==> config.mk <==
export PLATFORM = sky130hd
export DESIGN_NAME = dual_snapshot_counter
export DESIGN_NICKNAME = d
export VERILOG_FILES = /design/src/rtl/snap_pkg.sv /design/src/rtl/snap_counter.sv /design/src/rtl/snap_hold.sv /design/src/rtl/snap_byte_mux.sv /design/src/rtl/dual_snapshot_counter.sv
export SDC_FILE = /design/constraint.sdc
export NUM_CORES = 1
export LEC_CHECK = 0
export BUFFER_PORTS_ARGS = -buffer_cell sky130_fd_sc_hd__buf_2
export CORE_MARGIN = 2
export CORE_UTILIZATION = 60
export CTS_BUF_LIST = sky130_fd_sc_hd__clkbuf_4 sky130_fd_sc_hd__clkbuf_8 sky130_fd_sc_hd__clkbuf_16
export CTS_CLUSTER_DIAMETER = 80
export DETAILED_ROUTE_END_ITERATION = 7
export PLACE_DENSITY = 0.76
export SKIP_LAST_GASP = 1
export SLEW_MARGIN = 20
export SYNTH_ARGS = -nofsm -noshare
export SYNTH_HDL_FRONTEND = slang
export SYNTH_HIERARCHICAL = 1
export SYNTH_SLANG_ARGS = --single-unit
==> constraint.sdc <==
create_clock -name clk -period 3.7 [get_ports clk]
set_clock_uncertainty 0.15 [all_clocks]
set_input_delay 0.74 -clock clk [delete_from_list [all_inputs] [get_ports clk]]
set_output_delay 0.74 -clock clk [all_outputs]
set_load 0.01 [all_outputs]
==> src/rtl/snap_pkg.sv <==
package snap_pkg;
  localparam int NLANE         = 2;
  localparam int BYTES_PER_LN  = 2;
  localparam int NSLOT         = NLANE * BYTES_PER_LN;
  localparam int SLOT_IDX_W    = $clog2(NSLOT);

  typedef struct packed {
    logic                  hit;
    logic [SLOT_IDX_W-1:0] idx;
  } slot_pick_t;

  // Lowest-numbered asserted (low) select wins.
  function automatic slot_pick_t pick_slot(input logic [NSLOT-1:0] sel_n);
    slot_pick_t p;
    p.hit = 1'b0;
    p.idx = '0;
    for (int k = NSLOT - 1; k >= 0; k--) begin
      if (!sel_n[k]) begin
        p.hit = 1'b1;
        p.idx = SLOT_IDX_W'(k);
      end
    end
    return p;
  endfunction
endpackage

==> src/rtl/snap_counter.sv <==
module snap_counter #(
  parameter int W = 16
) (
  input  logic         clk,
  input  logic         rst,
  input  logic         tick,
  input  logic         en,
  output logic [W-1:0] count
);
  always_ff @(posedge clk) begin
    if (rst) begin
      count <= '0;
    end else if (tick && en) begin
      count <= count + 1'b1;
    end
  end
endmodule

==> src/rtl/snap_hold.sv <==
module snap_hold #(
  parameter int W = 16
) (
  input  logic         clk,
  input  logic         rst,
  input  logic         load,
  input  logic [W-1:0] d,
  output logic [W-1:0] q
);
  always_ff @(posedge clk) begin
    if (rst) begin
      q <= '0;
    end else if (load) begin
      q <= d;
    end
  end
endmodule

==> src/rtl/snap_byte_mux.sv <==
module snap_byte_mux
  import snap_pkg::*;
#(
  parameter int BYTE_W = 8
) (
  input  logic                    clk,
  input  logic                    rst,
  input  logic [NSLOT-1:0]        sel_n,
  input  logic [NSLOT*BYTE_W-1:0] slots,
  output logic [BYTE_W-1:0]       data,
  output logic                    oe
);
  slot_pick_t pick;
  logic [BYTE_W-1:0] byte_nxt;

  always_comb begin
    pick     = pick_slot(sel_n);
    byte_nxt = '0;
    if (pick.hit) begin
      byte_nxt = slots[pick.idx*BYTE_W +: BYTE_W];
    end
  end

  always_ff @(posedge clk) begin
    if (rst) begin
      data <= '0;
      oe   <= 1'b0;
    end else begin
      data <= byte_nxt;
      oe   <= pick.hit;
    end
  end
endmodule

==> src/rtl/dual_snapshot_counter.sv <==
module dual_snapshot_counter
  import snap_pkg::*;
#(
  parameter int BYTE_W = 8,
  localparam int CNT_W = BYTES_PER_LN * BYTE_W
) (
  input  logic              clk,
  input  logic              rst,
  input  logic              cnt_a_tick,
  input  logic              cnt_b_tick,
  input  logic              cnt_b_en,
  input  logic              capture_tick,
  input  logic [NSLOT-1:0]  sel_n,
  output logic              carry_a,
  output logic [BYTE_W-1:0] bus_data,
  output logic              bus_oe
);
  logic [NLANE-1:0]        lane_tick;
  logic [NLANE-1:0]        lane_en;
  logic [CNT_W-1:0]        cnt_q  [NLANE];
  logic [CNT_W-1:0]        hold_q [NLANE];
  logic [NSLOT*BYTE_W-1:0] slots;

  assign lane_tick = {cnt_b_tick, cnt_a_tick};
  assign lane_en   = {cnt_b_en, 1'b1};

  for (genvar l = 0; l < NLANE; l++) begin : g_lane
    snap_counter #(.W(CNT_W)) u_cnt (
      .clk   (clk),
      .rst   (rst),
      .tick  (lane_tick[l]),
      .en    (lane_en[l]),
      .count (cnt_q[l])
    );

    snap_hold #(.W(CNT_W)) u_hold (
      .clk  (clk),
      .rst  (rst),
      .load (capture_tick),
      .d    (cnt_q[l]),
      .q    (hold_q[l])
    );

    for (genvar b = 0; b < BYTES_PER_LN; b++) begin : g_byte
      assign slots[(l*BYTES_PER_LN + b)*BYTE_W +: BYTE_W] =
        hold_q[l][b*BYTE_W +: BYTE_W];
    end
  end

  logic [CNT_W-1:0] cnt_a, cnt_b, hold_a, hold_b;
  assign cnt_a  = cnt_q[0];
  assign cnt_b  = cnt_q[1];
  assign hold_a = hold_q[0];
  assign hold_b = hold_q[1];

  assign carry_a = &cnt_a;

  snap_byte_mux #(.BYTE_W(BYTE_W)) u_mux (
    .clk   (clk),
    .rst   (rst),
    .sel_n (sel_n),
    .slots (slots),
    .data  (bus_data),
    .oe    (bus_oe)
  );
endmodule

==> results of run 1 <==
synth_stat cells (all sizes together), types with 5 or more instances:
cell type / instances
nand2: 11
nand4: 14
and2b: 16
a21oi: 24
dfxtp: 73
nor2: 58
nor4: 5
xnor2: 12
nand3: 18
buf: 13
xor2: 8
mux2i: 32
o22ai: 8
nor3: 6
clkbuf: 6
o21ai: 6
worst min-delay path, stage by stage, from the launching register on:
cell and delay [ns]:
dfxtp_1 0.33, mux2i_1 0.06, nor2_1 0.07
power groups by stage:
| stage | clock (W) | sequential (W) | combinational [W] |
|---|---|---|---|
| after global placement | 0 | 0.000815 | 0.0000603 |
| final | 0.000603 | 0.000797 | 0.0000623 |
| after floorplan | 0 | 0.000813 | 0.0000526 |
| after CTS | 0.000615 | 0.000797 | 0.0000619 |
| after global routing | 0.000650 | 0.000797 | 0.0000687 |
| after detailed placement | 0 | 0.000815 | 0.0000615 |
stage by stage:
stage          hold WS [ns]  setup slack, ns  area [sq um]
6_report              0.349             1.31          3470
5_1_grt               0.370             1.25          3470
4_1_cts               0.347             1.32          3470
3_5_place_dp          0.329             1.48          3270
3_3_place_gp          0.321             1.54          3270
2_1_floorplan         0.304             1.76          3220
flip-flops by register name (all words and copies together), names as in the netlist:
register and count:
u_mux/oe 1, u_mux/data 8, g_lane.u_cnt/count 32, g_lane.u_hold/q 32
cells in the final DEF, fill, tap and decap left out, types with 5 or more instances in the layout:
cell type and instances:
xnor2_1 12, nand4_1 14, nand3_1 18, nand2_1 8, o21ai_0 6, nor3_1 6
a21oi_1 24, and2b_4 8, mux2i_1 32, xor2_1 8, buf_2 19, o22ai_1 8
and2b_1 8, nor2_1 58, conb_1 5, dfxtp_1 73, clkbuf_8 9
logic make-up after synthesis:
logic type / synth area share
AO/OA/AOI/OAI: 0.0755
XOR/XNOR: 0.0547
adder cells (fa/ha/maj): 0.00782
buffers and inverters: 0.0512
flip-flops: 0.457
multiplexers: 0.107
other: 0.00117
AND/OR/NAND/NOR: 0.246
layer usage:
metal | global-route usage | vias to the layer above | wire length (um)
li1 | - | 1219 | -
met1 | 0.340 | 1135 | 3180
met2 | 0.306 | 72 | 2640
met3 | 0.0365 | 9 | 364
met4 | 0.0964 | 0 | 97
met5 | 0 | - | 0
how the worst min path moves through the flow:
stage,end,cells past startpoint,slack (ns),start
floorplan,g_lane[1].u_hold/q[0]$_SDFFE_PP0P_,2,0.30,g_lane[1].u_hold/q[0]$_SDFFE_PP0P_
global placement,g_lane[1].u_hold/q[7]$_SDFFE_PP0P_,2,0.32,g_lane[1].u_hold/q[7]$_SDFFE_PP0P_
detailed placement,g_lane[1].u_hold/q[7]$_SDFFE_PP0P_,2,0.33,g_lane[1].u_hold/q[7]$_SDFFE_PP0P_
CTS,g_lane[1].u_hold/q[7]$_SDFFE_PP0P_,2,0.35,g_lane[1].u_hold/q[7]$_SDFFE_PP0P_
global route,g_lane[1].u_hold/q[13]$_SDFFE_PP0P_,2,0.37,g_lane[1].u_hold/q[13]$_SDFFE_PP0P_
finish,g_lane[1].u_hold/q[7]$_SDFFE_PP0P_,2,0.35,g_lane[1].u_hold/q[7]$_SDFFE_PP0P_
cell type report:
type	count	area [sq um]
fillers	438	1670
flip-flops and latches	73	1460
multi-input cells	249	1590
clock inverters	7	71.3
well taps	70	87.6
clock buffers	9	124
inverters	4	15.0
repair buffers	22	118
==> summary.md, run 1 <==
| Metric | Value |
|---|---|
| Status | complete, no violations |
| Yosys cell types | 37 |
| Initial antenna violation count | 0 |
| Switching Share | 0.232 |
| Yosys reg bits | 73 |
| TritonCTS clock tree | yes |
| CP bufs+invs | 1 |
| Clock Tree Buf Depth | 2 |
| DR WL/cell | 14.5 um |
| First drt pass iteration count | 4 |
| Critical path class | reg2out |
| Max-Cap Viols | 0 |
| Predominant post-synthesis flop cell | dfxtp_1 |
| Cells after Synth | 341 |
| Clock root buffer | clkbuf_8 |
| Die area | 0.00593 sq mm |
| Max-slew violation count | 0 |
| FF-to-FF Start | g_lane[0].u_cnt/count[1]$_SDFFE_PP0P_ |
| Ant diodes | 0 |
| Total power | 0.00146 W |
| Sequential Power Share | 0.545 |
| Latest clock arrival within the worst-skew pair | 0.34 ns |
| Vias post-DR | 2,435 |
| Final cell count without fillers | 434 |
| Fmax | 0.418 GHz |
| Worst rel slew slack | 0.361 |
| Worst reg2reg path depth | 5 |
| Synth warnings | 6 |
| Critical path, cell by cell | nand4_1 -> nor4_2 -> buf_2 |
| Max stage delay on crit path | 0.58 ns |
| Sequential share of the synthesized area | 0.457 |
| Clock transition at path regs | 0.07 ns |
| CP Launch Type | register |
| Final wirelength | 6280 um |
| Core area | 0.00514 sq mm |
| Slowest CP cell | dfxtp_1 |
| Cts repair resizes | 0 |
| Clk sinks | 73 |
| Hold crit path type | reg2reg |
| Cell total after placement | 418 |
| CP Depth | 3 |
| Final nets | 371 |
| Chip Height | 77.0 um |
| FP Rows | 26 |
| Congestion Overflow GR | 0 |
| Drt drc | 0 |
| Unrepaired setup endpoints after global routing | false |
| Post-synth EDFFs | 0 |
| Clock power frac | 0.412 |
| Share of cells above drive strength 1 | 0.146 |
| Final RePlAce weighted congestion | 0.868 |
| Setup Fix Bufs, Post-CTS | 0 |
| Worst Max-Slew Pin Slew | 0.959 ns |
| Worst vdd ir | 0.000314 V |
| Port bufs | 19 |
| Async SR Flop Fraction | 0 |
| Via/cell ratio | 5.61 |
| Min Tclk post-route | 2.39 ns |
| Maximum number of pins on one net before global-route repair | 45 |
| Die width | 77.0 um |
| Worst Path Arrival | 1.50 ns |
| Vias in the first global route | 2,133 |
| R2R setup slack | 1.68 ns |
| Psw | 0.000339 W |
| Lkg Pwr | 1.37 nW |
| CP startpoint | g_lane[0].u_cnt/count[1]$_SDFFE_PP0P_ |
| Antenna-violating nets left | 0 |
| Crit path to | carry_a |
| Synth Area per Inst | 9.39 sq um |
| Yosys top cell by area | dfxtp_1 |
| TritonCTS Buffers | 9 |
| Final setup violation count | 0 |
| Synth top area share | 0.457 |
| Initial drt markers | 139 |
| # H-tree levels | 3 |
| Final core occ | 0.675 |
| Cell Pwr Density | 422 mW/mm^2 |
| Combinational Power Share | 0.043 |
| CTS Hold Bufs | 0 |
| Final hold violation count | 0 |
| Gr usage total | 0.223 |
| Worst Path Required | 2.81 ns |
| CP top delay family | flip-flops |
| Worst Path Max Fanout | 10 |
| First-pass GRT wire length | 10,500 um |
| Netlist Area Pre-Place | 0.00320 sq mm |
| Internal | 0.00112 W |
| Area grow syn2layout | 8.33% |
| Crit end category | output port |
| I/O pin count | 20 |
| Synth area leaders | dfxtp_1 (46%), mux2i_1 (10%), nor2_1 (6.8%), a21oi_1 (3.8%), xnor2_1 (3.3%) |
| Initial core utilization | 0.623 |
| Final period util | 0.646 |
| Post-route setup TNS | 0 ns |
| RR Endpoint | g_lane[0].u_cnt/count[12]$_SDFFE_PP0P_ |
| Detailed placement HPWL | 4360 um |
No activity file was read; power rests on OpenSTA's default activity.
==> run 2: changes to the inputs <==
--- a/config.mk
+++ b/config.mk
@@ -7,11 +7,11 @@
 export LEC_CHECK = 0
 export BUFFER_PORTS_ARGS = -buffer_cell sky130_fd_sc_hd__buf_2
 export CORE_MARGIN = 2
-export CORE_UTILIZATION = 60
+export CORE_UTILIZATION = 54
 export CTS_BUF_LIST = sky130_fd_sc_hd__clkbuf_4 sky130_fd_sc_hd__clkbuf_8 sky130_fd_sc_hd__clkbuf_16
 export CTS_CLUSTER_DIAMETER = 80
 export DETAILED_ROUTE_END_ITERATION = 7
-export PLACE_DENSITY = 0.76
+export PLACE_DENSITY = 0.72
 export SKIP_LAST_GASP = 1
 export SLEW_MARGIN = 20
 export SYNTH_ARGS = -nofsm -noshare
==> constraint.sdc (replaced) <==
create_clock -name clk -period 2.1 [get_ports clk]
set_clock_uncertainty 0.15 [all_clocks]
set_input_delay 0.42 -clock clk [delete_from_list [all_inputs] [get_ports clk]]
set_output_delay 0.42 -clock clk [all_outputs]
set_load 0.01 [all_outputs]
==> summary.md, run 2 (same netlist as run 1, synthesis figures left out) <==
| Metric | Value |
|---|---|
| Most common cell after layout, fill and taps aside | dfxtp_1 (unchanged) |
| Die area | 0.00656 sq mm (was 0.00593 sq mm) |
| I/O pin count | 20 (unchanged) |
| Max stage delay on crit path | 0.48 ns (was 0.58 ns) |
| Worst Path Required | 1.53 ns (was 2.81 ns) |
| Worst vdd ir | 0.000334 V (was 0.000314 V) |
| Critical path, cell by cell | nand4_1 -> nor4_2 -> buf_2 (unchanged) |
| Hold depth | 2 (unchanged) |
| R2R setup slack | 0.31 ns (was 1.68 ns) |
| Die width | 81.0 um (was 77.0 um) |
| Clk sinks | 73 (unchanged) |
| Maximum number of pins on one net before global-route repair | 33 (was 45) |
| Worst Path Arrival | 1.39 ns (was 1.50 ns) |
| Slowest CP cell | dfxtp_1 (unchanged) |
| RR Endpoint | g_lane[0].u_cnt/count[15]$_SDFFE_PP0P_ (was g_lane[0].u_cnt/count[12]$_SDFFE_PP0P_) |
| Max-slew violation count | 0 (unchanged) |
| Final wirelength | 6540 um (was 6280 um) |
| Drt drc | 0 (unchanged) |
| TritonCTS Buffers | 9 (unchanged) |
| Worst reg2reg path depth | 4 (was 5) |
| Lkg Pwr | 1.44 nW (was 1.37 nW) |
| Final RePlAce weighted congestion | 0.859 (was 0.868) |
| Final setup violation count | 0 (unchanged) |
| Placed cell areas | 0.00336 sq mm (was 0.00327 sq mm) |
| Final nets | 380 (was 371) |
| FILL cells | 510 (was 438) |
| Via/cell ratio | 5.52 (was 5.61) |
| Ant diodes | 0 (unchanged) |
| Vias post-DR | 2,474 (was 2,435) |
| Cell Pwr Density | 766 mW/mm^2 (was 422 mW/mm^2) |
| Final hold slack | 0.216 ns (was 0.349 ns) |
| Initial core utilization | 0.550 (was 0.623) |
| Post-route cell area | 0.00358 sq mm (was 0.00347 sq mm) |
| Initial antenna violation count | 0 (unchanged) |
| Clock transition at path regs | 0.07 ns (about the same) |
| Port bufs | 19 (unchanged) |
| Fmax | 0.511 GHz |
| Antenna-violating nets left | 0 (unchanged) |
| Detailed placement HPWL | 4480 um (was 4360 um) |
| Area grow syn2layout | 12.0% (was 8.33%) |
| Biggest regs | g_lane.u_cnt/count (32), g_lane.u_hold/q (32), u_mux/data (8) (unchanged) |
| Worst Path Max Fanout | 7 (was 10) |
| Latest clock arrival within the worst-skew pair | 0.34 ns (about the same) |
| CP Launch Type | register (unchanged) |
| # H-tree levels | 3 (unchanged) |
| TritonCTS clock tree | yes (unchanged) |
| Critical path class | reg2out (unchanged) |
| Worst Max-Slew Pin Slew | 0.596 ns (was 0.959 ns) |
| Status | complete, no violations (unchanged) |
| Clock root buffer | clkbuf_8 (unchanged) |
| Gr usage total | 0.211 (was 0.223) |
| Min Tclk post-route | 1.96 ns |
| Hold crit path type | in2reg (was reg2reg) |
| Post-route setup TNS | 0 ns (unchanged) |
| Post-route worst setup slack | 0.145 ns (was 1.31 ns) |
| First-pass GRT wire length | 10,300 um (was 10,500 um) |
| Worst rel slew slack | 0.602 (was 0.361) |
| FP Rows | 28 (was 26) |
| Congestion Overflow GR | 0 (unchanged) |
| Crit end category | output port (unchanged) |
| Vias in the first global route | 2,069 (was 2,133) |
| Commonest non-fill, non-tap cells in the layout | dfxtp_1 (72), nor2_1 (58), mux2i_1 (32) (was dfxtp_1 (73), nor2_1 (58), mux2i_1 (32)) |
| First drt pass iteration count | 4 (unchanged) |
| Unrepaired setup endpoints after global routing | false (unchanged) |
| Final hold violation count | 0 (unchanged) |
| FF-to-FF Start | g_lane[0].u_cnt/count[3]$_SDFFE_PP0P_ (was g_lane[0].u_cnt/count[1]$_SDFFE_PP0P_) |
| DR WL/cell | 14.6 um (was 14.5 um) |
| Core area | 0.00582 sq mm (was 0.00514 sq mm) |
| Clock Tree Buf Depth | 2 (unchanged) |
| HP Start | sel_n[1] (was g_lane[1].u_hold/q[7]$_SDFFE_PP0P_) |
| Chip Height | 81.0 um (was 77.0 um) |
| Final period util | 0.931 |
| Dpl ws | 0.246 ns (was 1.48 ns) |
| Share of cells above drive strength 1 | 0.169 (was 0.146) |
| Hold EP | u_mux/oe$_SDFF_PP0_ (was g_lane[1].u_hold/q[7]$_SDFFE_PP0P_) |
| Initial drt markers | 152 (was 139) |
| Max-Cap Viols | 0 (unchanged) |
run 2: per-stage QoR:
step | power [W] | std cells | utilization
final | 0.00275 | 448 | 0.616
after floorplan | 0.00153 | 345 | -
after detailed placement | 0.00156 | 432 | 0.577
after global routing | 0.00285 | 448 | 0.616
after CTS | 0.00276 | 448 | 0.616
after global placement | 0.00156 | 432 | 0.577
run 2: metal layers:
layer / track usage / vias up / routed length (um)
met2: 0.297 / 69 / 2860
met3: 0.0578 / 4 / 421
met4: 0.0763 / 0 / 60
met1: 0.307 / 1158 / 3210
li1: - / 1243 / -
met5: 0 / - / 0
run 2: timing repair:
action                     in CTS  in global routing
hold endpoints to repair        0                  0
buffers inserted                0                  0
resized for setup               0                  1
setup endpoints to repair       0                  1
hold buffers                    0                  0
run 2: layout make-up:
class	instances	area [sq um]	share of cell area
Multi-Input combinational cell	249	1590	0.444
Inverter	4	15.0	0.00419
Clock buffer	11	145	0.0405
Timing Repair Buffer	31	198	0.0552
Clock inverter	5	78.8	0.0220
Sequential cell	73	1460	0.408
Tap cell	75	93.8	0.0262
run 2: power by group:
part           switching, W  internal, W
combinational     0.0000769    0.0000514
clock              0.000506     0.000713
sequential       0.00000566      0.00139
total              0.000589      0.00216
run 2: worst max-delay path, delay by kind of cell (launching register included):
kind | cells | cell delay [ns]
simple gates | 2 | 0.41
buf+inv | 1 | 0.17
flops | 1 | 0.48
run 2: worst max path at each step:
| stage | endpoint | from | cells past startpoint |
|---|---|---|---|
| 6_report | carry_a | g_lane[0].u_cnt/count[3]$_SDFFE_PP0P_ | 3 |
| 5_1_grt | carry_a | g_lane[0].u_cnt/count[3]$_SDFFE_PP0P_ | 3 |
| 4_1_cts | carry_a | g_lane[0].u_cnt/count[11]$_SDFFE_PP0P_ | 3 |
| 3_5_place_dp | g_lane[0].u_cnt/count[13]$_SDFFE_PP0P_ | cnt_a_tick | 5 |
| 3_3_place_gp | g_lane[1].u_cnt/count[13]$_SDFFE_PP0P_ | cnt_b_tick | 5 |
| 2_1_floorplan | g_lane[0].u_cnt/count[12]$_SDFFE_PP0P_ | g_lane[0].u_cnt/count[1]$_SDFFE_PP0P_ | 5 |
